==> config.mk <==
export PLATFORM = sky130hd
export DESIGN_NAME = idx_reg_bridge
export DESIGN_NICKNAME = d
export VERILOG_FILES = /design/src/rtl/bridge_pkg.sv /design/src/rtl/port_decode.sv /design/src/rtl/addr_ptr.sv /design/src/rtl/reg_model.sv /design/src/rtl/idx_reg_bridge.sv
export SDC_FILE = /design/constraint.sdc
export NUM_CORES = 2
export LEC_CHECK = 0
export CELL_PAD_IN_SITES_DETAIL_PLACEMENT = 1
export CELL_PAD_IN_SITES_GLOBAL_PLACEMENT = 2
export CORE_ASPECT_RATIO = 1.25
export CORE_UTILIZATION = 46
export CTS_CLUSTER_SIZE = 28
export DETAILED_ROUTE_END_ITERATION = 12
export PLACE_DENSITY = 0.81
export SETUP_SLACK_MARGIN = 0.02
export SYNTH_ARGS = -nofsm -noshare
export SYNTH_HDL_FRONTEND = slang
export SYNTH_SLANG_ARGS = --single-unit
==> constraint.sdc <==
create_clock -name clk -period 3.1 [get_ports clk]
set_clock_uncertainty 0.15 [all_clocks]
set_input_delay 0.62 -clock clk [delete_from_list [all_inputs] [get_ports clk]]
set_output_delay 0.62 -clock clk [all_outputs]
set_load 0.1 [all_outputs]
==> src/rtl/bridge_pkg.sv <==
package bridge_pkg;
  localparam int PTR_W  = 8;
  localparam int DATA_W = 8;

  typedef enum logic [2:0] {
    PORT_RESET   = 3'd0,
    PORT_ADDR    = 3'd1,
    PORT_RD      = 3'd2,
    PORT_RD_INC  = 3'd3,
    PORT_SPARE   = 3'd4,
    PORT_ADDR_RD = 3'd5,
    PORT_WR      = 3'd6,
    PORT_WR_INC  = 3'd7
  } port_e;

  // pointer step, wraps at the top of the space
  function automatic logic [PTR_W-1:0] ptr_step(input logic [PTR_W-1:0] p);
    return p + {{(PTR_W-1){1'b0}}, 1'b1};
  endfunction

  // first address of message object n
  function automatic logic [PTR_W-1:0] obj_base(input int unsigned n);
    return PTR_W'((n + 1) * 16);
  endfunction
endpackage

==> src/rtl/port_decode.sv <==
module port_decode
  import bridge_pkg::*;
(
  input  logic       sel,
  input  logic       we,
  input  logic [2:0] ofs,
  output logic       rst_ev,
  output logic       load_ev,
  output logic       rd_data_ev,
  output logic       rd_ptr_ev,
  output logic       rd_zero_ev,
  output logic       wr_data_ev,
  output logic       inc_ev
);
  port_e port;
  assign port = port_e'(ofs);

  always_comb begin
    rst_ev     = 1'b0;
    load_ev    = 1'b0;
    rd_data_ev = 1'b0;
    rd_ptr_ev  = 1'b0;
    rd_zero_ev = 1'b0;
    wr_data_ev = 1'b0;
    inc_ev     = 1'b0;
    if (sel) begin
      if (we) begin
        unique case (port)
          PORT_RESET:  rst_ev = 1'b1;
          PORT_ADDR:   load_ev = 1'b1;
          PORT_WR:     wr_data_ev = 1'b1;
          PORT_WR_INC: begin wr_data_ev = 1'b1; inc_ev = 1'b1; end
          default:     ;
        endcase
      end else begin
        unique case (port)
          PORT_RD:      rd_data_ev = 1'b1;
          PORT_RD_INC:  begin rd_data_ev = 1'b1; inc_ev = 1'b1; end
          PORT_ADDR_RD: rd_ptr_ev = 1'b1;
          default:      rd_zero_ev = 1'b1;
        endcase
      end
    end
  end
endmodule

==> src/rtl/addr_ptr.sv <==
module addr_ptr
  import bridge_pkg::*;
(
  input  logic             clk,
  input  logic             rst_n,
  input  logic             load_ev,
  input  logic             inc_ev,
  input  logic [PTR_W-1:0] load_val,
  output logic [PTR_W-1:0] ptr
);
  always_ff @(posedge clk or negedge rst_n) begin
    if (!rst_n)       ptr <= '0;
    else if (load_ev) ptr <= load_val;
    else if (inc_ev)  ptr <= ptr_step(ptr);
  end


  ptr_inc_chk: assert property (@(posedge clk) disable iff (!rst_n)
    (inc_ev && !load_ev) |=> ptr == PTR_W'($past(ptr) + 1));

  ptr_hold_chk: assert property (@(posedge clk) disable iff (!rst_n)
    (!inc_ev && !load_ev) |=> $stable(ptr));

  ptr_load_chk: assert property (@(posedge clk) disable iff (!rst_n)
    load_ev |=> ptr == $past(load_val));
endmodule

==> src/rtl/reg_model.sv <==
module reg_model
  import bridge_pkg::*;
#(
  parameter int RST_CYCLES = 8,
  parameter logic [PTR_W-1:0] STATUS_ADDR = '0
) (
  input  logic              clk,
  input  logic              rst_n,
  input  logic              rst_strobe,
  input  logic [PTR_W-1:0]  addr,
  input  logic              wr_en,
  input  logic [DATA_W-1:0] wdata,
  output logic [DATA_W-1:0] rdata
);
  localparam int DEPTH = 1 << PTR_W;
  localparam int CW = $clog2(RST_CYCLES + 1);
  localparam logic [CW-1:0] BUSY_INIT = CW'(RST_CYCLES);

  logic [DATA_W-1:0] mem [DEPTH];
  logic [CW-1:0]     busy_cnt;
  logic              busy;

  assign busy = (busy_cnt != '0);

  always_ff @(posedge clk) begin
    if (wr_en) mem[addr] <= wdata;
  end

  always_ff @(posedge clk or negedge rst_n) begin
    if (!rst_n)          busy_cnt <= BUSY_INIT;
    else if (rst_strobe) busy_cnt <= BUSY_INIT;
    else if (busy)       busy_cnt <= busy_cnt - 1'b1;
  end

  always_comb begin
    rdata = mem[addr];
    if (addr == STATUS_ADDR && busy) rdata[DATA_W-1] = 1'b1;
  end


  busy_load_chk: assert property (@(posedge clk) disable iff (!rst_n)
    rst_strobe |=> busy);

  busy_fall_chk: assert property (@(posedge clk) disable iff (!rst_n)
    $fell(busy) |-> !$past(rst_strobe));
endmodule

==> src/rtl/idx_reg_bridge.sv <==
module idx_reg_bridge
  import bridge_pkg::*;
#(
  parameter int RST_CYCLES = 8
) (
  input  logic       clk,
  input  logic       rst_n,
  input  logic       host_sel,
  input  logic       host_we,
  input  logic [2:0] host_ofs,
  input  logic [7:0] host_wdata,
  output logic [7:0] host_rdata,
  output logic       ctrl_rst
);
  logic rst_ev, load_ev, rd_data_ev, rd_ptr_ev, rd_zero_ev, wr_data_ev, inc_ev;
  logic [PTR_W-1:0]  ptr;
  logic [DATA_W-1:0] model_rdata;

  port_decode u_dec (
    .sel(host_sel), .we(host_we), .ofs(host_ofs),
    .rst_ev(rst_ev), .load_ev(load_ev), .rd_data_ev(rd_data_ev),
    .rd_ptr_ev(rd_ptr_ev), .rd_zero_ev(rd_zero_ev),
    .wr_data_ev(wr_data_ev), .inc_ev(inc_ev)
  );

  addr_ptr u_ptr (
    .clk(clk), .rst_n(rst_n), .load_ev(load_ev), .inc_ev(inc_ev),
    .load_val(host_wdata), .ptr(ptr)
  );

  reg_model #(.RST_CYCLES(RST_CYCLES)) u_model (
    .clk(clk), .rst_n(rst_n), .rst_strobe(ctrl_rst), .addr(ptr),
    .wr_en(wr_data_ev), .wdata(host_wdata), .rdata(model_rdata)
  );

  always_ff @(posedge clk or negedge rst_n) begin
    if (!rst_n) begin
      ctrl_rst   <= 1'b0;
      host_rdata <= '0;
    end else begin
      ctrl_rst <= rst_ev;
      if (rd_data_ev)      host_rdata <= model_rdata;
      else if (rd_ptr_ev)  host_rdata <= ptr;
      else if (rd_zero_ev) host_rdata <= '0;
    end
  end


  rst_pulse_chk: assert property (@(posedge clk) disable iff (!rst_n)
    rst_ev |=> ctrl_rst);

  rst_quiet_chk: assert property (@(posedge clk) disable iff (!rst_n)
    !rst_ev |=> !ctrl_rst);

  zero_read_chk: assert property (@(posedge clk) disable iff (!rst_n)
    rd_zero_ev |=> host_rdata == '0);

  one_event_chk: assert property (@(posedge clk) disable iff (!rst_n)
    $onehot0({rst_ev, load_ev, rd_data_ev, rd_ptr_ev, rd_zero_ev, wr_data_ev}));
endmodule

### After elaboration in Yosys (flattened, before gate mapping)

Memory sizes are Yosys's and may differ from the RTL's.
Cells that the tools add are included.

| word-level totals | value |
|---|---|
| flip-flop bits (word level) | 21 |
| bits in writable memories | 2048 |
| bits of input ports | 15 |
| output and inout bits | 9 |
| word-level logic and storage cells | 55 |
| memories kept | 1 |

| operators by class | value |
|---|---|
| add/sub/neg operators | 2 |
| eq/ne operators | 6 |
| muxes and demuxes | 32 |
| reductions and logical operators | 10 |

Memory list:

| name | depth | width | rd ports | clocked after Yosys merged registers in | wr ports | RTL line | source |
|---|---|---|---|---|---|---|---|
| u_model.mem | 256 | 8 | 1 | 0 | 1 | reg_model.sv:19 | `logic [DATA_W-1:0] mem [DEPTH];` |

Operators with widths:

| operator | number |
|---|---|
| 8-bit 2-to-1 mux | 5 |
| 1-bit 2-to-1 mux | 25 |
| 3-bit == test, second input constant | 3 |
| 8-bit by 1-bit adder with 8-bit output, second input constant | 1 |
| 8-bit zero test | 1 |
| 4-bit 2-to-1 mux | 2 |
| 3-bit by 2-bit == test with 1-bit output, second input constant | 2 |
| 2-bit nonzero test | 2 |
| 4-bit nonzero test | 1 |
| 2-bit OR reduction | 2 |
| 4-bit by 1-bit subtractor with 4-bit output, second input constant | 1 |
| 3-bit by 1-bit == test with 1-bit output, second input constant | 1 |
| 3-bit zero test | 1 |
| 3-bit nonzero test | 1 |
| 3-bit OR reduction | 1 |
| 1-bit logical AND | 1 |

### Logic depth before layout (Yosys ltp)

| logic depth | value |
|---|---|
| depth in word-level cells | 8 |
| mapped depth | 14 |
| gate-level depth less buffers | 8 |

### Modules after synthesis

From an unflattened synthesis, not the netlist that was laid out.

| unflattened totals | value |
|---|---|
| cell total of the unflattened synthesis | 3711 |
| area, all modules | 80537.2 µm² |

Modules (own cells, without submodules):

| module | instances | cells an instance | area each (µm²) | sequential area each (µm²) |
|---|---|---|---|---|
| reg_model | 1 | 3604 | 79542.5 | 61600.3 |
| addr_ptr | 1 | 49 | 450.4 | 200.2 |
| idx_reg_bridge | 1 | 43 | 449.2 | 225.2 |
| port_decode | 1 | 15 | 95.1 | 0.0 |

### Worst setup path after synthesis

OpenSTA, ideal clock, no wires.

| timing path | value |
|---|---|
| path type | register to register |
| from | register u_ptr.ptr[1] |
| to | memory u_model.mem[104][0] (enable) |
| library setup time | 370 ps |
| data arrival time | 2708 ps |
| required time | 2580 ps |
| path slack | -128 ps |
| cell stages (with the launch flop) | 12 |
| path buffers | 6 |
| clock period less this slack | 3228 ps |
| path through | dfrtp_1 > buf_2 > buf_4 > buf_2 > inv_1 > buf_2 > clkbuf_1 > ha_1 > and2_1 > nand2_1 > clkbuf_1 > nor2_1 |

RTL lines:

| element | RTL line | source |
|---|---|---|
| start, declared | addr_ptr.sv:9 | `output logic [PTR_W-1:0] ptr` |
| start signal, assigned | addr_ptr.sv:13 | `else if (load_ev) ptr <= load_val;` |
| start signal, assigned | addr_ptr.sv:14 | `else if (inc_ev) ptr <= ptr_step(ptr);` |
| end, declared | reg_model.sv:19 |  |

No word-level cell before the write port.

### Worst setup path in the final report

| timing path | value |
|---|---|
| from | register u_ptr.ptr[0] |
| to | register host_rdata[1] |

| on the way | value |
|---|---|
| cells in the longest elaborated chain, start to end | 2 |

RTL lines:

| element | RTL line | source |
|---|---|---|
| memory read 256 x 8 bit | n/a |  |
| 8-bit 2-to-1 mux | idx_reg_bridge.sv:42 | `if (rd_data_ev) host_rdata <= model_rdata;` |
| end signal, assigned | idx_reg_bridge.sv:42 |  |
| end signal, assigned | idx_reg_bridge.sv:43 | `else if (rd_ptr_ev) host_rdata <= ptr;` |
| end, declared | idx_reg_bridge.sv:12 | `output logic [7:0] host_rdata,` |

Every way passes these cells.
A chain may end at the register's enable or synchronous reset.

==> flow_metrics.env <==
export IMPL_synthTopCellsByArea="edfxtp_1 (76%), mux4_2 (15%), mux2i_1 (1.6%)"
export IMPL_drc=0
export IMPL_clock_power_share_pct=27.9
export IMPL_syn_avg_cell_area_um2=21.5
export IMPL_clock_fmax_mhz=301
export IMPL_io_pins=24
export IMPL_yosys_area_share_simple_pct=3.08
export IMPL_die_w_um=377
export IMPL_cts_root_buf="clkbuf_16"
export IMPL_synth_fp_nets=3775
export IMPL_fin_nets=4478
export IMPL_synth_top_cell_by_area="edfxtp_1"
export IMPL_hold_path_class="input port to register"
export IMPL_wirelength_um=244000
export IMPL_cts_htree_levels=4
export IMPL_fin_crit_sh_pct=107
export IMPL_core_um2=174000
export IMPL_gp_congestion=0.973
export IMPL_swShare_pct=31.7
export IMPL_die_height_um=471
export IMPL_cts_tree="done"
export IMPL_end_kind="register"
export IMPL_critical_path_top_delay_family="multiplexers"
export IMPL_final_cell_mix="edfxtp_1 (2,048), buf_4 (585), mux4_2 (540), nor2_1 (207), clkbuf_16 (196)"
export IMPL_p_sw_mw=25.8
export IMPL_hold_slack_ps=161
export IMPL_synth_top_family_by_area="multiplexers"
export IMPL_synth_main_ff_cell="edfxtp_1"
export IMPL_drt_iter0_markers=5514
export IMPL_path_cells="buf_12 > buf_16 > buf_16 > mux4_2 > mux4_2 > nor2b_4 > nor4_1 > nand4_1 > nor4_2 > a211oi_1"
export IMPL_via_per_inst=6.25
export IMPL_yosysSeqAreaShare_pct=76.7
export IMPL_synth_area_um2=80900
export IMPL_fillers=15100
export IMPL_track_usage_pct=27.4
export IMPL_cp_max_fo=6
export IMPL_maxCapViolCount=0
export IMPL_grt_pass1_vias=45300
export IMPL_violations="setup timing"
export IMPL_clkSlewWorstSetupHoldPaths_ps=70
export IMPL_r2r_slack_ps=-230
export IMPL_insertion_delay_ps=860
export IMPL_synth_area_mux_share_pct=16.7
export IMPL_critPathMaxStageDelay_ps=560
export IMPL_vias=43400
export IMPL_portBuffers=23
export IMPL_cp_arrival_ps=3910
export IMPL_power_internal_mw=55.6
export IMPL_comb_power_share_pct=33.8
export IMPL_synth_seq_cells=2069
export IMPL_rsz0062_at_grt="true"
export IMPL_final_common_cell="edfxtp_1"
export IMPL_fin_area_um2=96600
export IMPL_critPathLaunchType="register"
export IMPL_yosys_warnings=0
export IMPL_async_flop_share_pct=1.01
export IMPL_synth_edf_count=2048
export IMPL_slew_headroom_pct=34.9
export IMPL_cts_num_sinks=2069
export IMPL_drive_above_1_share_pct=36.7
export IMPL_firstDrtPassIters=6
export IMPL_outcome="finished, violations left"
export IMPL_start_util_pct=46.4
export IMPL_dieArea_um2=177000
export IMPL_fin_cells=6949
export IMPL_hpwl_um=160000
export IMPL_p_leak_nw=31.1
export IMPL_worstMarginPinSlew_ps=969
export IMPL_wl_per_cell_um=35.1
export IMPL_ant_nets=0
export IMPL_clock_path_buffers=3
export IMPL_grt_max_degree=110
export IMPL_dp_slack_ps=-658
export IMPL_antenna_found_initial=2
export IMPL_synth_compound_area_share_pct=1.68
export IMPL_grt_pass1_wl_um=341000
export IMPL_dp_cells=6564
export IMPL_power_density_nw_per_um2=843
export IMPL_ir_drop_mv=0.535
export IMPL_finalCriticalPeriod_ps=3330
export IMPL_dpl_cell_area_um2=89400
export IMPL_synth_top_area_share_pct=76.0
export IMPL_synth_xor_area_share_pct=0.0866
export IMPL_crit_buf_inv=3
export IMPL_slowest_stage="mux4_2"
export IMPL_synthAdderAreaFrac_pct=0.0928
export IMPL_synth_cell_types=67
export IMPL_hold_viol=0
export IMPL_rows=171
export IMPL_setup_violations=68
export IMPL_timing_final_ws_setup_ps=-227
export IMPL_critPathRequiredTime_ps=3680
export IMPL_slew_viol_final=0
export IMPL_overflow=0
export IMPL_netlist_instances=3754
export IMPL_path_class="register to register"
export IMPL_seqPwrFrac_pct=38.3
export IMPL_area_growth_pct=19.4
export IMPL_cts_buffers=189
-- layout make-up --
type                       count  area, um^2  share of cell area [%]
tap                         2335        2920                    3.03
inverter                      11        52.6                  0.0544
timing repair buffer         737        7250                    7.51
antenna                        1        2.50                 0.00259
clock buffer                 240        4980                    5.16
clock inverter               107         906                   0.938
multi-input combinational   1449       18400                    19.1
sequential                  2069       62000                    64.3
-- Yosys cell counts, drive strengths merged (10+ instances only) --
cell     instances
a22oi           37
inv             10
buf            135
nor4            12
a211oi          10
mux2i          129
mux4           540
o21ai           24
nand3           42
nor2           302
nand2          109
a21oi           35
edfxtp        2048
nor3            26
nand4           15
a2111oi         10
a31oi           10
dfrtp           20
a221oi          11
nand2b          11
nor2b           25
o22ai           10
clkbuf          90
-- state kept, by name, summed over array words and instances, names as in the netlist --
name	count
ctrl_rst	1
u_model.busy_cnt	4
u_model.mem	2048
u_ptr.ptr	8
host_rdata	8
-- through the flow --
stage / TNS [ps] / power [mW] / util [%]
finish: -6610 / 81.4 / 55.4
global route: -10030 / 83.0 / 55.4
CTS: -552 / 80.3 / 54.9
detailed placement: -646980 / 57.2 / 51.3
global placement: -616680 / 56.7 / 51.3
floorplan: 0 / 45.7 / -
-- logic make-up after synthesis --
| logic type | count (synthesis) |
|---|---|
| flip-flops | 2069 |
| multiplexers | 671 |
| AND/OR/NAND/NOR | 571 |
| buffers and inverters | 236 |
| AO/OA/AOI/OAI | 193 |
| XOR/XNOR | 8 |
| adder cells (fa/ha/maj) | 6 |
-- repair_timing --
action                                 CTS  global route
buffers inserted                         3            29
pin swaps                                5            23
resized for setup                       82           129
setup endpoints to repair              164           372
endpoints found under the hold margin   17             0
cloned                                   1             4
hold buffers                             1             0
-- path summary, 6_finish.rpt --
check / startpoint / to / depth (start not counted)
worst max-delay path: u_ptr.ptr[0] / host_rdata[1] / 10
worst max register to register: u_ptr.ptr[0] / host_rdata[1] / 10
worst min register to register: ctrl_rst / u_model.busy_cnt[0] / 1
max in group asynchronous: rst_n / u_ptr.ptr[2] / 3
min in group asynchronous: rst_n / u_model.busy_cnt[2] / 3
worst min-delay path: host_wdata[0] / u_model.mem[170][0] / 1
-- power groups by stage --
| stage | Sequential [mW] | Clock [mW] | Combinational (mW) |
|---|---|---|---|
| 3_5_place_dp | 31.7 | 0 | 25.4 |
| 4_1_cts | 31.1 | 22.9 | 26.2 |
| 3_3_place_gp | 31.7 | 0 | 25.0 |
| 2_1_floorplan | 31.7 | 0 | 14.0 |
| 6_report | 31.2 | 22.7 | 27.5 |
| 5_1_grt | 31.1 | 23.7 | 28.1 |
-- worst register-to-register path, stage by stage (launching register included) --
cell	delay (ps)
dfrtp_4	450
buf_12	180
buf_16	190
buf_16	190
mux4_2	560
mux4_2	570
nor2b_4	170
nor4_1	210
nand4_1	160
nor4_2	300
a211oi_1	80
-- metal layers --
| metal | track usage, % | part of all wire [%] | vias up |
|---|---|---|---|
| li1 | - | - | 17100 |
| met1 | 34.1 | 36 | 23200 |
| met2 | 45.6 | 50 | 2529 |
| met3 | 4.44 | 8.0 | 609 |
| met4 | 15.7 | 6.5 | 0 |
| met5 | 0 | 0 | - |
No activity file was read; power rests on OpenSTA's default activity.
